[src/rtl/pnp_key_pkg.sv]
package pnp_key_pkg;

  // Port select codes on bus_sel
  localparam logic [1:0] PORT_ADDR  = 2'd0;
  localparam logic [1:0] PORT_WDATA = 2'd1;
  localparam logic [1:0] PORT_RDATA = 2'd2;

  // Register indices
  localparam logic [7:0] IDX_ISOL = 8'h01;
  localparam logic [7:0] IDX_CTRL = 8'h02;
  localparam logic [7:0] IDX_CARD = 8'h06;
  localparam logic [7:0] IDX_LDEV = 8'h07;
  localparam logic [7:0] IDX_ACT  = 8'h30;

  // Isolation response bytes
  localparam logic [7:0] ISO_FIRST  = 8'h55;
  localparam logic [7:0] ISO_SECOND = 8'hAA;

  typedef enum logic {ST_WAIT_KEY = 1'b0, ST_CONFIG = 1'b1} card_state_e;

  // Next key byte: shift right, new MSB = bit0 ^ bit1
  function automatic logic [7:0] key_step(input logic [7:0] cur);
    return {cur[0] ^ cur[1], cur[7:1]};
  endfunction

endpackage

[src/rtl/pnp_key_matcher.sv]
module pnp_key_matcher
  import pnp_key_pkg::*;
#(
  parameter int         KEY_LEN  = 32,
  parameter logic [7:0] KEY_SEED = 8'h6A
) (
  input  logic       clk,
  input  logic       rst_n,
  input  logic       arm,
  input  logic       addr_wr,
  input  logic [7:0] wdata,
  output logic       key_done
);
  localparam int CNT_W = (KEY_LEN > 1) ? $clog2(KEY_LEN) : 1;
  localparam logic [CNT_W-1:0] LAST = CNT_W'(KEY_LEN - 1);

  logic [7:0]       expect_q;
  logic [CNT_W-1:0] count_q;
  logic             hit;

  assign hit      = arm && addr_wr && (wdata == expect_q);
  assign key_done = hit && (count_q == LAST);

  always_ff @(posedge clk) begin
    if (!rst_n || !arm) begin
      expect_q <= KEY_SEED;
      count_q  <= '0;
    end else if (addr_wr) begin
      if (hit && !key_done) begin
        expect_q <= key_step(expect_q);
        count_q  <= count_q + 1'b1;
      end else begin
        expect_q <= KEY_SEED;
        count_q  <= '0;
      end
    end
  end

endmodule

[src/rtl/pnp_cfg_regs.sv]
module pnp_cfg_regs
  import pnp_key_pkg::*;
#(
  parameter int NUM_DEV = 6
) (
  input  logic       clk,
  input  logic       rst_n,
  input  logic       cfg_en,
  input  logic       addr_wr,
  input  logic       data_wr,
  input  logic [7:0] wdata,
  output logic [7:0] idx,
  output logic [7:0] reg_rdata,
  output logic       leave_cfg
);
  localparam int DEV_W = (NUM_DEV > 1) ? $clog2(NUM_DEV) : 1;

  logic [7:0]         idx_q;
  logic [7:0]         card_q;
  logic [7:0]         ldev_q;
  logic [NUM_DEV-1:0] act_q;
  logic               dev_ok;
  logic [DEV_W-1:0]   dev_sel;

  assign dev_ok    = (int'(ldev_q) < NUM_DEV);
  assign dev_sel   = ldev_q[DEV_W-1:0];
  assign idx       = idx_q;
  assign leave_cfg = cfg_en && data_wr && (idx_q == IDX_CTRL) && wdata[1];

  always_ff @(posedge clk) begin
    if (!rst_n) begin
      idx_q  <= '0;
      card_q <= '0;
      ldev_q <= '0;
      act_q  <= '1;
    end else if (cfg_en) begin
      if (addr_wr) idx_q <= wdata;
      if (data_wr) begin
        case (idx_q)
          IDX_CARD: card_q <= wdata;
          IDX_LDEV: ldev_q <= wdata;
          IDX_ACT:  if (dev_ok) act_q[dev_sel] <= wdata[0];
          default:  ;
        endcase
      end
    end
  end

  always_comb begin
    case (idx_q)
      IDX_CARD: reg_rdata = card_q;
      IDX_LDEV: reg_rdata = ldev_q;
      IDX_ACT:  reg_rdata = {7'd0, dev_ok && act_q[dev_sel]};
      default:  reg_rdata = 8'h00;
    endcase
  end

endmodule

[src/rtl/pnp_isolation.sv]
module pnp_isolation
  import pnp_key_pkg::*;
#(
  parameter int                    ID_BITS  = 72,
  parameter logic [ID_BITS-1:0]    ID_VALUE = '0
) (
  input  logic       clk,
  input  logic       rst_n,
  input  logic       restart,
  input  logic       step,
  output logic [7:0] iso_byte
);
  localparam int PTR_W = (ID_BITS > 1) ? $clog2(ID_BITS) : 1;
  localparam logic [PTR_W-1:0] LAST = PTR_W'(ID_BITS - 1);

  logic [PTR_W-1:0] ptr_q;
  logic             second_q;
  logic             cur_bit;

  assign cur_bit  = ID_VALUE[ptr_q];
  assign iso_byte = !cur_bit ? 8'h00 : (second_q ? ISO_SECOND : ISO_FIRST);

  always_ff @(posedge clk) begin
    if (!rst_n || restart) begin
      ptr_q    <= '0;
      second_q <= 1'b0;
    end else if (step) begin
      second_q <= !second_q;
      if (second_q) ptr_q <= (ptr_q == LAST) ? '0 : ptr_q + 1'b1;
    end
  end

endmodule

[src/rtl/pnp_key_detect.sv]
module pnp_key_detect
  import pnp_key_pkg::*;
#(
  parameter int           KEY_LEN  = 32,
  parameter logic [7:0]   KEY_SEED = 8'h6A,
  parameter int           ID_BYTES = 9,
  parameter logic [71:0]  ID_VALUE = 72'hA5_3C_0F_96_E1_7B_00_FF_5A,
  parameter int           NUM_DEV  = 6
) (
  input  logic       clk,
  input  logic       rst_n,
  input  logic       bus_wr,
  input  logic       bus_rd,
  input  logic [1:0] bus_sel,
  input  logic [7:0] bus_wdata,
  output logic       rd_valid,
  output logic [7:0] rd_data,
  output logic       cfg_active
);
  localparam int ID_BITS = ID_BYTES * 8;

  card_state_e state_q;
  logic        in_cfg;
  logic        addr_wr, data_wr, port_rd;
  logic        key_done, leave_cfg;
  logic [7:0]  idx, reg_rdata, iso_byte;
  logic        iso_step;

  assign in_cfg   = (state_q == ST_CONFIG);
  assign addr_wr  = bus_wr && (bus_sel == PORT_ADDR);
  assign data_wr  = bus_wr && (bus_sel == PORT_WDATA);
  assign port_rd  = bus_rd && (bus_sel == PORT_RDATA);
  assign iso_step = in_cfg && port_rd && (idx == IDX_ISOL);

  pnp_key_matcher #(.KEY_LEN(KEY_LEN), .KEY_SEED(KEY_SEED)) u_match (
    .clk(clk), .rst_n(rst_n), .arm(!in_cfg), .addr_wr(addr_wr),
    .wdata(bus_wdata), .key_done(key_done)
  );

  pnp_cfg_regs #(.NUM_DEV(NUM_DEV)) u_regs (
    .clk(clk), .rst_n(rst_n), .cfg_en(in_cfg), .addr_wr(addr_wr),
    .data_wr(data_wr), .wdata(bus_wdata), .idx(idx),
    .reg_rdata(reg_rdata), .leave_cfg(leave_cfg)
  );

  pnp_isolation #(.ID_BITS(ID_BITS), .ID_VALUE(ID_VALUE[ID_BITS-1:0])) u_iso (
    .clk(clk), .rst_n(rst_n), .restart(addr_wr), .step(iso_step),
    .iso_byte(iso_byte)
  );

  always_ff @(posedge clk) begin
    if (!rst_n) begin
      state_q <= ST_WAIT_KEY;
    end else begin
      case (state_q)
        ST_WAIT_KEY: if (key_done)  state_q <= ST_CONFIG;
        ST_CONFIG:   if (leave_cfg) state_q <= ST_WAIT_KEY;
        default:     state_q <= ST_WAIT_KEY;
      endcase
    end
  end

  always_ff @(posedge clk) begin
    if (!rst_n) begin
      rd_valid <= 1'b0;
      rd_data  <= '0;
    end else begin
      rd_valid <= port_rd;
      if (!port_rd || !in_cfg) rd_data <= 8'h00;
      else if (idx == IDX_ISOL) rd_data <= iso_byte;
      else rd_data <= reg_rdata;
    end
  end

  assign cfg_active = in_cfg;

endmodule

[config.mk]
export PLATFORM = sky130hd
export DESIGN_NAME = pnp_key_detect
export DESIGN_NICKNAME = d
export VERILOG_FILES = /design/src/rtl/pnp_key_pkg.sv /design/src/rtl/pnp_key_matcher.sv /design/src/rtl/pnp_cfg_regs.sv /design/src/rtl/pnp_isolation.sv /design/src/rtl/pnp_key_detect.sv
export SDC_FILE = /design/constraint.sdc
export NUM_CORES = 1
export LEC_CHECK = 0
export BUFFER_PORTS_ARGS = -buffer_cell sky130_fd_sc_hd__buf_2
export CAP_MARGIN = 20
export CELL_PAD_IN_SITES_DETAIL_PLACEMENT = 0
export CELL_PAD_IN_SITES_GLOBAL_PLACEMENT = 1
export CORE_MARGIN = 2
export CORE_UTILIZATION = 49
export CTS_CLUSTER_DIAMETER = 100
export DETAILED_ROUTE_END_ITERATION = 16
export PLACE_DENSITY_LB_ADDON = 0.05
export RECOVER_POWER = 25
export SETUP_SLACK_MARGIN = 0.1
export SYNTH_ARGS = -nofsm -noshare
export SYNTH_HDL_FRONTEND = slang
export SYNTH_SLANG_ARGS = --single-unit
[constraint.sdc]
create_clock -name clk -period 3.9 [get_ports clk]
set_input_delay 0.78 -clock clk [delete_from_list [all_inputs] [get_ports clk]]
set_output_delay 0.78 -clock clk [all_outputs]
set_load 0.01 [all_outputs]
== Yosys cells after proc, flatten, opt, wreduce, memory -nomap -nowiden ==
Memory sizes are Yosys's and may differ from the RTL's. A register that Yosys moved wholly into a read port is not among the register bits.
Index checks and enable logic that the tools add are counted.
Storage, ports and cells
  bits in registers: 61
  ROM bits: 128
  input bits: 14
  output and inout port bits: 10
  word-level logic and storage cells: 78
  memories: 1
Memory list
  (name not given): words 128, bits a word 1, rd ports 1, clocked after memory_dff 1, write ports 0, line pnp_isolation.sv:20  | assign cur_bit = ID_VALUE[ptr_q];
Operators by class
  add/subtract/negate cells: 2
  order comparisons: 4
  equality and inequality tests: 10
  mux-type cells: 18
  bitwise logic cells: 3
  reduce and logical (&&, ||, !) cells: 29
Operators with widths (number)
  $mux W8: 4
  $pmux W8 S3: 1
  $mux W7: 3
  $eq A8 B3 Y1 const B: 2
  $logic_and A1 B1 Y1: 14
  $eq A8 B1 Y1 const B: 1
  $eq A8 B2 Y1 const B: 1
  $eq A8 B6 Y1 const B: 1
  $eq A8 B8 Y1: 1
  $lt A7 B8 Y1 const B: 1
  $lt A8 B3 Y1 const B: 1
  $add A7 B1 Y7 const B: 1
  $eq A7 B7 Y1 const B: 1
  $bwmux W6: 1
  $reduce_and A3 Y1: 2
  $add A5 B1 Y5 const B: 1
  $eq A5 B5 Y1 const B: 1
  $logic_not A1 Y1: 5
  $mux W1: 5
  $mux W5: 1
  $lt A3 B4 Y1 const B: 1
  $reduce_and A2 Y1: 2
  $reduce_and A4 Y1: 1
  $bmux W1 S3: 1
  10 further kinds: 13

== Logic depth before layout (Yosys ltp) ==
Gate-level depths: netlist (run 1).
  depth in word-level cells: 8
  depth in mapped cells: 13
  depth with buffers taken out: 13

== By module ==
From an unflattened synthesis (run 1), not the netlist that was laid out.
Second synthesis, totals
  cells, all modules: 372
  area total of the unflattened synthesis: 3367.0 um^2
Modules (own cells, without submodules)
  pnp_cfg_regs: times used 1, cells an instance 173, area an instance 1535.2 um^2, seq. area each 600.6 um^2
  pnp_isolation: times used 1, cells an instance 88, area an instance 749.5 um^2, seq. area each 180.2 um^2
  pnp_key_matcher: times used 1, cells an instance 61, area an instance 606.8 um^2, seq. area each 260.2 um^2
  pnp_key_detect: times used 1, cells an instance 50, area an instance 475.5 um^2, seq. area each 200.2 um^2

== Worst setup path after synthesis (run 1) ==
No wires, ideal clock.
  kind: input to register
  start: input port bus_sel[1]
  end: register u_iso.cur_bit (netlist name)
  setup time: 120 ps
  data arrival time: 2644 ps
  required time: 3780 ps
  path slack: 1136 ps
  cell stages on the path: 10
  buffers on the path: 2
  cells stage by stage: or3b_2 > clkbuf_1 > clkbuf_1 > nand3_1 > mux2i_1 > ha_1 > a2111oi_0 > a311oi_1 > xnor2_1 > a21oi_2
RTL lines
  start: declaration: line pnp_key_detect.sv:14  | input logic [1:0] bus_sel,

==> reports/metrics.cfg, run 1 <==
[synth]
synth_top_cell_by_area=dfxtp_1
syn_nets=361
async_flop_share_pct=0
synth_edf_count=0
ys.flop_type=dfxtp_1
synthesis.area_sq_um=3064
yosysTopAreaCellShare_pct=40.51
synth.top_cells.by_count=dfxtp_1 (62), nand2_1 (55), mux2i_1 (25), nor2b_1 (17), nor2_1 (16)
synth.most_common_cell=dfxtp_1
synth_seq_cells=62
synthCells=341
syn-mean-instance-area_sq_um=8.986
synthDistinctLibCells=53
synth-seq-area-share_pct=40.51
yosys_warnings=0
synth_area_leaders=dfxtp_1 (41%), mux2i_1 (8.2%), nand2_1 (6.7%)

[flow_run]
cap_violations=0

[sta]
worst_pin_slew_ns=0.9635
fin_tns_setup_ns=0
max_freq_mhz=342.7
slew_violations=0
setup_viol_count_final=0
finalWorstSetupSlack_ns=0.9820
fin_crit_ns=2.918
slew_headroom_pct=35.27
skew_ns=0.01315
final_hold_viol_count=0
rsz0062_at_grt=false
period_share_pct=74.82

[final_layout]
finalNetCount=385
syn2layout_area_growth_pct=11.68
n_fill_cell=589
drive_gt1_share_pct=12.43
multi_input_area_sq_um=1735
seq_area_sq_um=1241
diodes=0

[critical_path]
path_common_cell=nor2_1
start_kind=register
max_stage_delay_ns=0.54
path_cells=or4b_4 -> nor4_4 -> nand2_1 -> nor2_1 -> a21oi_1 -> nor2_1 -> ha_1 -> mux2i_1 -> a2111oi_0 -> a311o_1 -> a21oi_2
critPathCaptureType=register
path_class=register to register
cp.arrival_ns=3.15
cp.required_ns=4.13
cp_slowest_cell=or4b_4
crit_fanout=7

[global_routing]
antenna_found_initial=0
grt-ovfl-total=0
track_usage_pct=21.35
grt_pass1_wl_microns=11900
grt_pass1_vias=2385
grt_max_degree=35

[drt]
drtIter0Drc=127
postRouteAntennaNets=0
finalWirelength_microns=6958
routed-via-count=2451
routed_via_density=5.508
first_pass_iters=4
drc=0
avgRoutedWirePerCell_microns=15.64

[clock_tree]
clk_pin_slew_ns=0.08
cts_buffers=9
cts_sinks=62
root_buffer=clkbuf_8
cts_max_level=3
clk_latency_ns=0.34
cts_hold_buffers=0
cts_buffer_depth=2
post_cts_buffers=0
cts.repair.resized=0
cts_tree=yes

[status]
status=finished clean

[floorplan]
die_w_microns=83.08
die_y_microns=83.08
core_area_sq_um=5991
io_pins=24
std_cell_rows=28
start_util_pct=51.15
dieArea_sq_um=6902

[power_and_ir_drop]
p_comb_share_pct=4.2
p_sw_uw=306.7
power_switching_share_pct=24.29
p_per_area_nw_per_um2=368.9
intPower_uw=955.8
leakagePower_uw=0.001208
ir_worst_vdd_v=0.0002225
power.share.clock_pct=45.0
p_seq_share_pct=50.9

[place]
port_buffers=23
hpwl_microns=4827
pre_cts_ws_ns=0.8516
place.gp.congestion=0.8600

[min_path]
hold_path.class=register to register

## cell usage in the layout, fill, tap and decap left out, drive strengths merged, types with 10 or more instances in the layout
master | synthesis | layout
nor2b | 17 | 17
dfxtp | 62 | 62
clkbuf | 13 | 21
mux2i | 25 | 25
buf | 0 | 14
nand2 | 55 | 55
inv | 9 | 10
xnor2 | 11 | 11
a21oi | 17 | 17
nor2 | 17 | 17
## state kept, by name, indices dropped and copies added (netlist names), 5 cells and up
register          cells
rd_data               8
u_iso.ptr_q           7
u_match.count_q       5
u_match.expect_q      8
u_regs.act_q          6
u_regs.card_q         8
u_regs.idx            8
u_regs.ldev_q         8
## per-layer routing
metal	global-route usage [%]	routed length, microns	vias up
met1	30.97	3650	1150
met5	0	0	-
met4	7.452	64	0
li1	-	-	1262
met2	31.60	3039	32
met3	4.175	203	7
## worst max-delay path: cells and delay by family (launching register included)
family                     cells  cell delay [ns]
AOI/OAI and AO/OA              4             0.80
adders and majority gates      1             0.18
DFF                            1             0.43
muxes                          1             0.07
and+or+nand+nor                5             1.33
## kinds of logic after synthesis
logic type | synth area share (%)
DFF | 40.51
AOI/OAI and AO/OA | 12.82
and+or+nand+nor | 27.97
adders and majority gates | 2.450
muxes | 9.269
buffers and inverters | 2.695
xor gates and xnor gates | 4.287
## layout make-up
| class | instances | area share, % |
|---|---|---|
| multi-input combinational | 257 | 50.71 |
| sequential | 62 | 36.27 |
| clock buffer | 9 | 3.620 |
| timing repair buffer | 26 | 3.510 |
| tap | 75 | 2.742 |
| clock inverter | 7 | 2.157 |
| inverter | 9 | 0.9872 |
## power groups by stage
stage          Combinational (uW)  Clock [uW]  Sequential (uW)
2_1_floorplan                32.4           0              656
3_3_place_gp                 53.3           0              657
3_5_place_dp                 53.5           0              657
4_1_cts                      53.9         576              642
5_1_grt                      58.9         602              642
6_report                     52.5         568              642
## through the flow
step	total power, uW	cells	hold slack, ns	util (%)	instance area [sq um]
finish	1262	445	0.4669	57.12	3422
detailed placement	710.4	429	0.4553	54.20	3247
CTS	1272	445	0.4721	57.50	3445
floorplan	688.3	341	0.4322	-	3064
global placement	710.3	429	0.4457	54.20	3247
global route	1304	445	0.4983	57.12	3422
## worst paths after layout
kind                           startpoint                      endpoint  slack, ns  cells after the start
min reg2reg  u_regs.act_q[2]$_SDFFE_PN1P_  u_regs.act_q[2]$_SDFFE_PN1P_       0.47                      2
min          u_regs.act_q[2]$_SDFFE_PN1P_  u_regs.act_q[2]$_SDFFE_PN1P_       0.47                      2
max reg2reg    u_regs.idx[0]$_SDFFE_PN0P_         u_iso.cur_bit$_DFF_P_       0.98                     11
max            u_regs.idx[0]$_SDFFE_PN0P_         u_iso.cur_bit$_DFF_P_       0.98                     11
(Power assumes the default switching activity.)
==> run 2, diff against run 1 <==
--- a/config.mk
+++ b/config.mk
@@ -10,7 +10,7 @@
 export CELL_PAD_IN_SITES_DETAIL_PLACEMENT = 0
 export CELL_PAD_IN_SITES_GLOBAL_PLACEMENT = 1
 export CORE_MARGIN = 2
-export CORE_UTILIZATION = 49
+export CORE_UTILIZATION = 46
 export CTS_CLUSTER_DIAMETER = 100
 export DETAILED_ROUTE_END_ITERATION = 16
 export PLACE_DENSITY_LB_ADDON = 0.05
==> constraint.sdc (replaced) <==
create_clock -name clk -period 2.7 [get_ports clk]
set_input_delay 0.54 -clock clk [delete_from_list [all_inputs] [get_ports clk]]
set_output_delay 0.54 -clock clk [all_outputs]
set_load 0.01 [all_outputs]
==> reports/metrics.cfg, run 2 (synthesis gave the netlist of run 1 again) <==
[final_layout]
diodes=0  ; unchanged
n_fill_cell=603  ; +2.4%
drive_gt1_share_pct=19.75  ; +7.3 points
final_common_cell=dfxtp_1
layout_common_cells=dfxtp_1 (61), nand2_1 (55), buf_4 (26)
final_cells=472  ; +6.1%
stdcell_area_sq_um=3659  ; +6.9%
syn2layout_area_growth_pct=19.40
final_util_pct=57.29  ; +0.17 points
seq_area_sq_um=1242  ; +0.10%
finalNetCount=410  ; +6.5%
multi_input_area_sq_um=1767  ; +1.8%

[clock_tree]
clk_pin_slew_ns=0.07  ; about the same
cts_tree=yes
clk_latency_ns=0.34  ; about the same
root_buffer=clkbuf_8
cts_hold_buffers=0  ; unchanged
cts_buffer_depth=2  ; unchanged
cts_buffers=9  ; unchanged
cts_sinks=62  ; unchanged
cts_max_level=3  ; unchanged

[sta]
fin_tns_setup_ns=0  ; unchanged
fin_hold_ws_ns=0.4610  ; -0.005918 ns
setup_viol_count_final=0  ; unchanged
worst_pin_slew_ns=0.7031  ; -0.2604 ns
fin_crit_ns=2.581  ; -0.3370 ns
slew_headroom_pct=53.13  ; +18 points
period_share_pct=95.59  ; +21 points
skew_ns=0.007768  ; -0.005380 ns
rsz0062_at_grt=true
slew_violations=0  ; unchanged
final_hold_viol_count=0  ; unchanged
max_freq_mhz=387.5  ; +13%

[floorplan]
die_y_microns=85.62  ; +3.1%
std_cell_rows=29  ; +3.6%
io_pins=24  ; unchanged
dieArea_sq_um=7330  ; +6.2%
core_area_sq_um=6386  ; +6.6%
die_w_microns=85.62  ; +3.1%
start_util_pct=47.98  ; -3.2 points

[power_and_ir_drop]
ir_worst_vdd_v=0.0005264  ; +140%
p_comb_share_pct=4.3  ; about the same
power.share.clock_pct=46.6  ; +1.6 points
intPower_uw=1473  ; +54%
p_per_area_nw_per_um2=517.0  ; +40%
p_sw_uw=418.3  ; +36%
p_seq_share_pct=49.1  ; -1.8 points
leakagePower_uw=0.001341  ; +11%
power_switching_share_pct=22.12  ; -2.2 points

[drt]
postRouteAntennaNets=0  ; unchanged
finalWirelength_microns=7290  ; +4.8%
routed_via_density=5.483  ; -0.45%
routed-via-count=2588  ; +5.6%
drtIter0Drc=103  ; -19%
drc=0  ; unchanged
first_pass_iters=4  ; unchanged
avgRoutedWirePerCell_microns=15.44  ; -1.2%

[place]
place.gp.congestion=0.7971  ; -7.3%
placed_cells=453  ; +5.6%
port_buffers=23  ; unchanged
hpwl_microns=5330  ; +10%
dpl_cell_area_sq_um=3415  ; +5.2%

[global_routing]
grt_pass1_wl_microns=12340  ; +3.7%
antenna_found_initial=0  ; unchanged
grt-ovfl-total=0  ; unchanged
grt_pass1_vias=2509  ; +5.2%
track_usage_pct=21.60  ; +0.26 points
grt_max_degree=21  ; -40%

[critical_path]
cp.required_ns=2.93  ; -1.20 ns
critPathCaptureType=register
crit_fanout=4  ; -3
rr_worst_depth=10  ; -1
path_class=register to register
start_kind=register
cp.arrival_ns=2.81  ; -0.34 ns

[flow_run]
cap_violations=0  ; unchanged

[min_path]
min_path_cells=2  ; unchanged
hold_path.class=register to register

[status]
status=finished clean

run 2: changes by cell type in the layout (fill, tap and decap cells not counted), sizes merged:
cell / delta
buf: +25
bufinv: +1
clkbuf: +1
inv: -1
clkinv: -1
run 2: final cells by class:
type	instances	share of cell area, %
Clock buffer	10	3.488
Multi-Input combinational cell	257	48.29
Tap cell	77	2.633
Sequential cell	62	33.96
Inverter	9	0.9234
Timing Repair Buffer	51	8.345
Clock inverter	6	2.360
run 2: final timing paths:
path	slack, ns	to	startpoint
worst max-delay path	0.12	u_iso.cur_bit$_DFF_P_	u_regs.idx[7]$_SDFFE_PN0P_
worst min-delay path	0.46	u_match.count_q[4]$_SDFFE_PP0P_	u_match.count_q[4]$_SDFFE_PP0P_
worst max register to register	0.12	u_iso.cur_bit$_DFF_P_	u_regs.idx[7]$_SDFFE_PN0P_
worst min register to register	0.46	u_match.count_q[4]$_SDFFE_PP0P_	u_match.count_q[4]$_SDFFE_PP0P_
run 2: stage by stage:
step	setup WS [ns]	power [uW]
2_1_floorplan	0.1307	994.2
3_3_place_gp	0.05018	1031
3_5_place_dp	0.05434	1032
4_1_cts	0.1022	1912
5_1_grt	-0.003790	1966
6_report	0.1190	1891
run 2: critical path, stage by stage (launching register included):
cell,delay [ns]
dfxtp_2,0.34
or4_4,0.56
nor4_4,0.30
buf_4,0.18
mux2i_4,0.25
inv_1,0.09
ha_1,0.18
nor4_1,0.23
a311oi_1,0.10
xnor2_1,0.18
a21oi_2,0.07
run 2: routing by layer:
metal | vias up | track usage, % | routed length (microns) | share of wire, %
met2 | 54 | 33.03 | 3286 | 45
met3 | 14 | 5.101 | 359 | 4.9
met1 | 1209 | 29.94 | 3506 | 48
li1 | 1311 | - | - | -
met4 | 0 | 7.504 | 138 | 1.9
met5 | - | 0 | 0 | 0
run 2: power by group through the flow:
stage	clock, uW	combinational [uW]	sequential, uW
6_report	881	82.2	928
5_1_grt	947	91.3	928
4_1_cts	901	83.9	928
3_5_place_dp	0	83.3	949
3_3_place_gp	0	82.6	949
2_1_floorplan	0	46.8	947
run 2: what timing repair did:
| item | in CTS | in global routing |
|---|---|---|
| endpoints found under the setup margin | 1 | 1 |
| gates resized for setup | 4 | 7 |
| hold endpoints to repair | 0 | 0 |
| pin swaps | 6 | 9 |
| setup buffers | 2 | 1 |
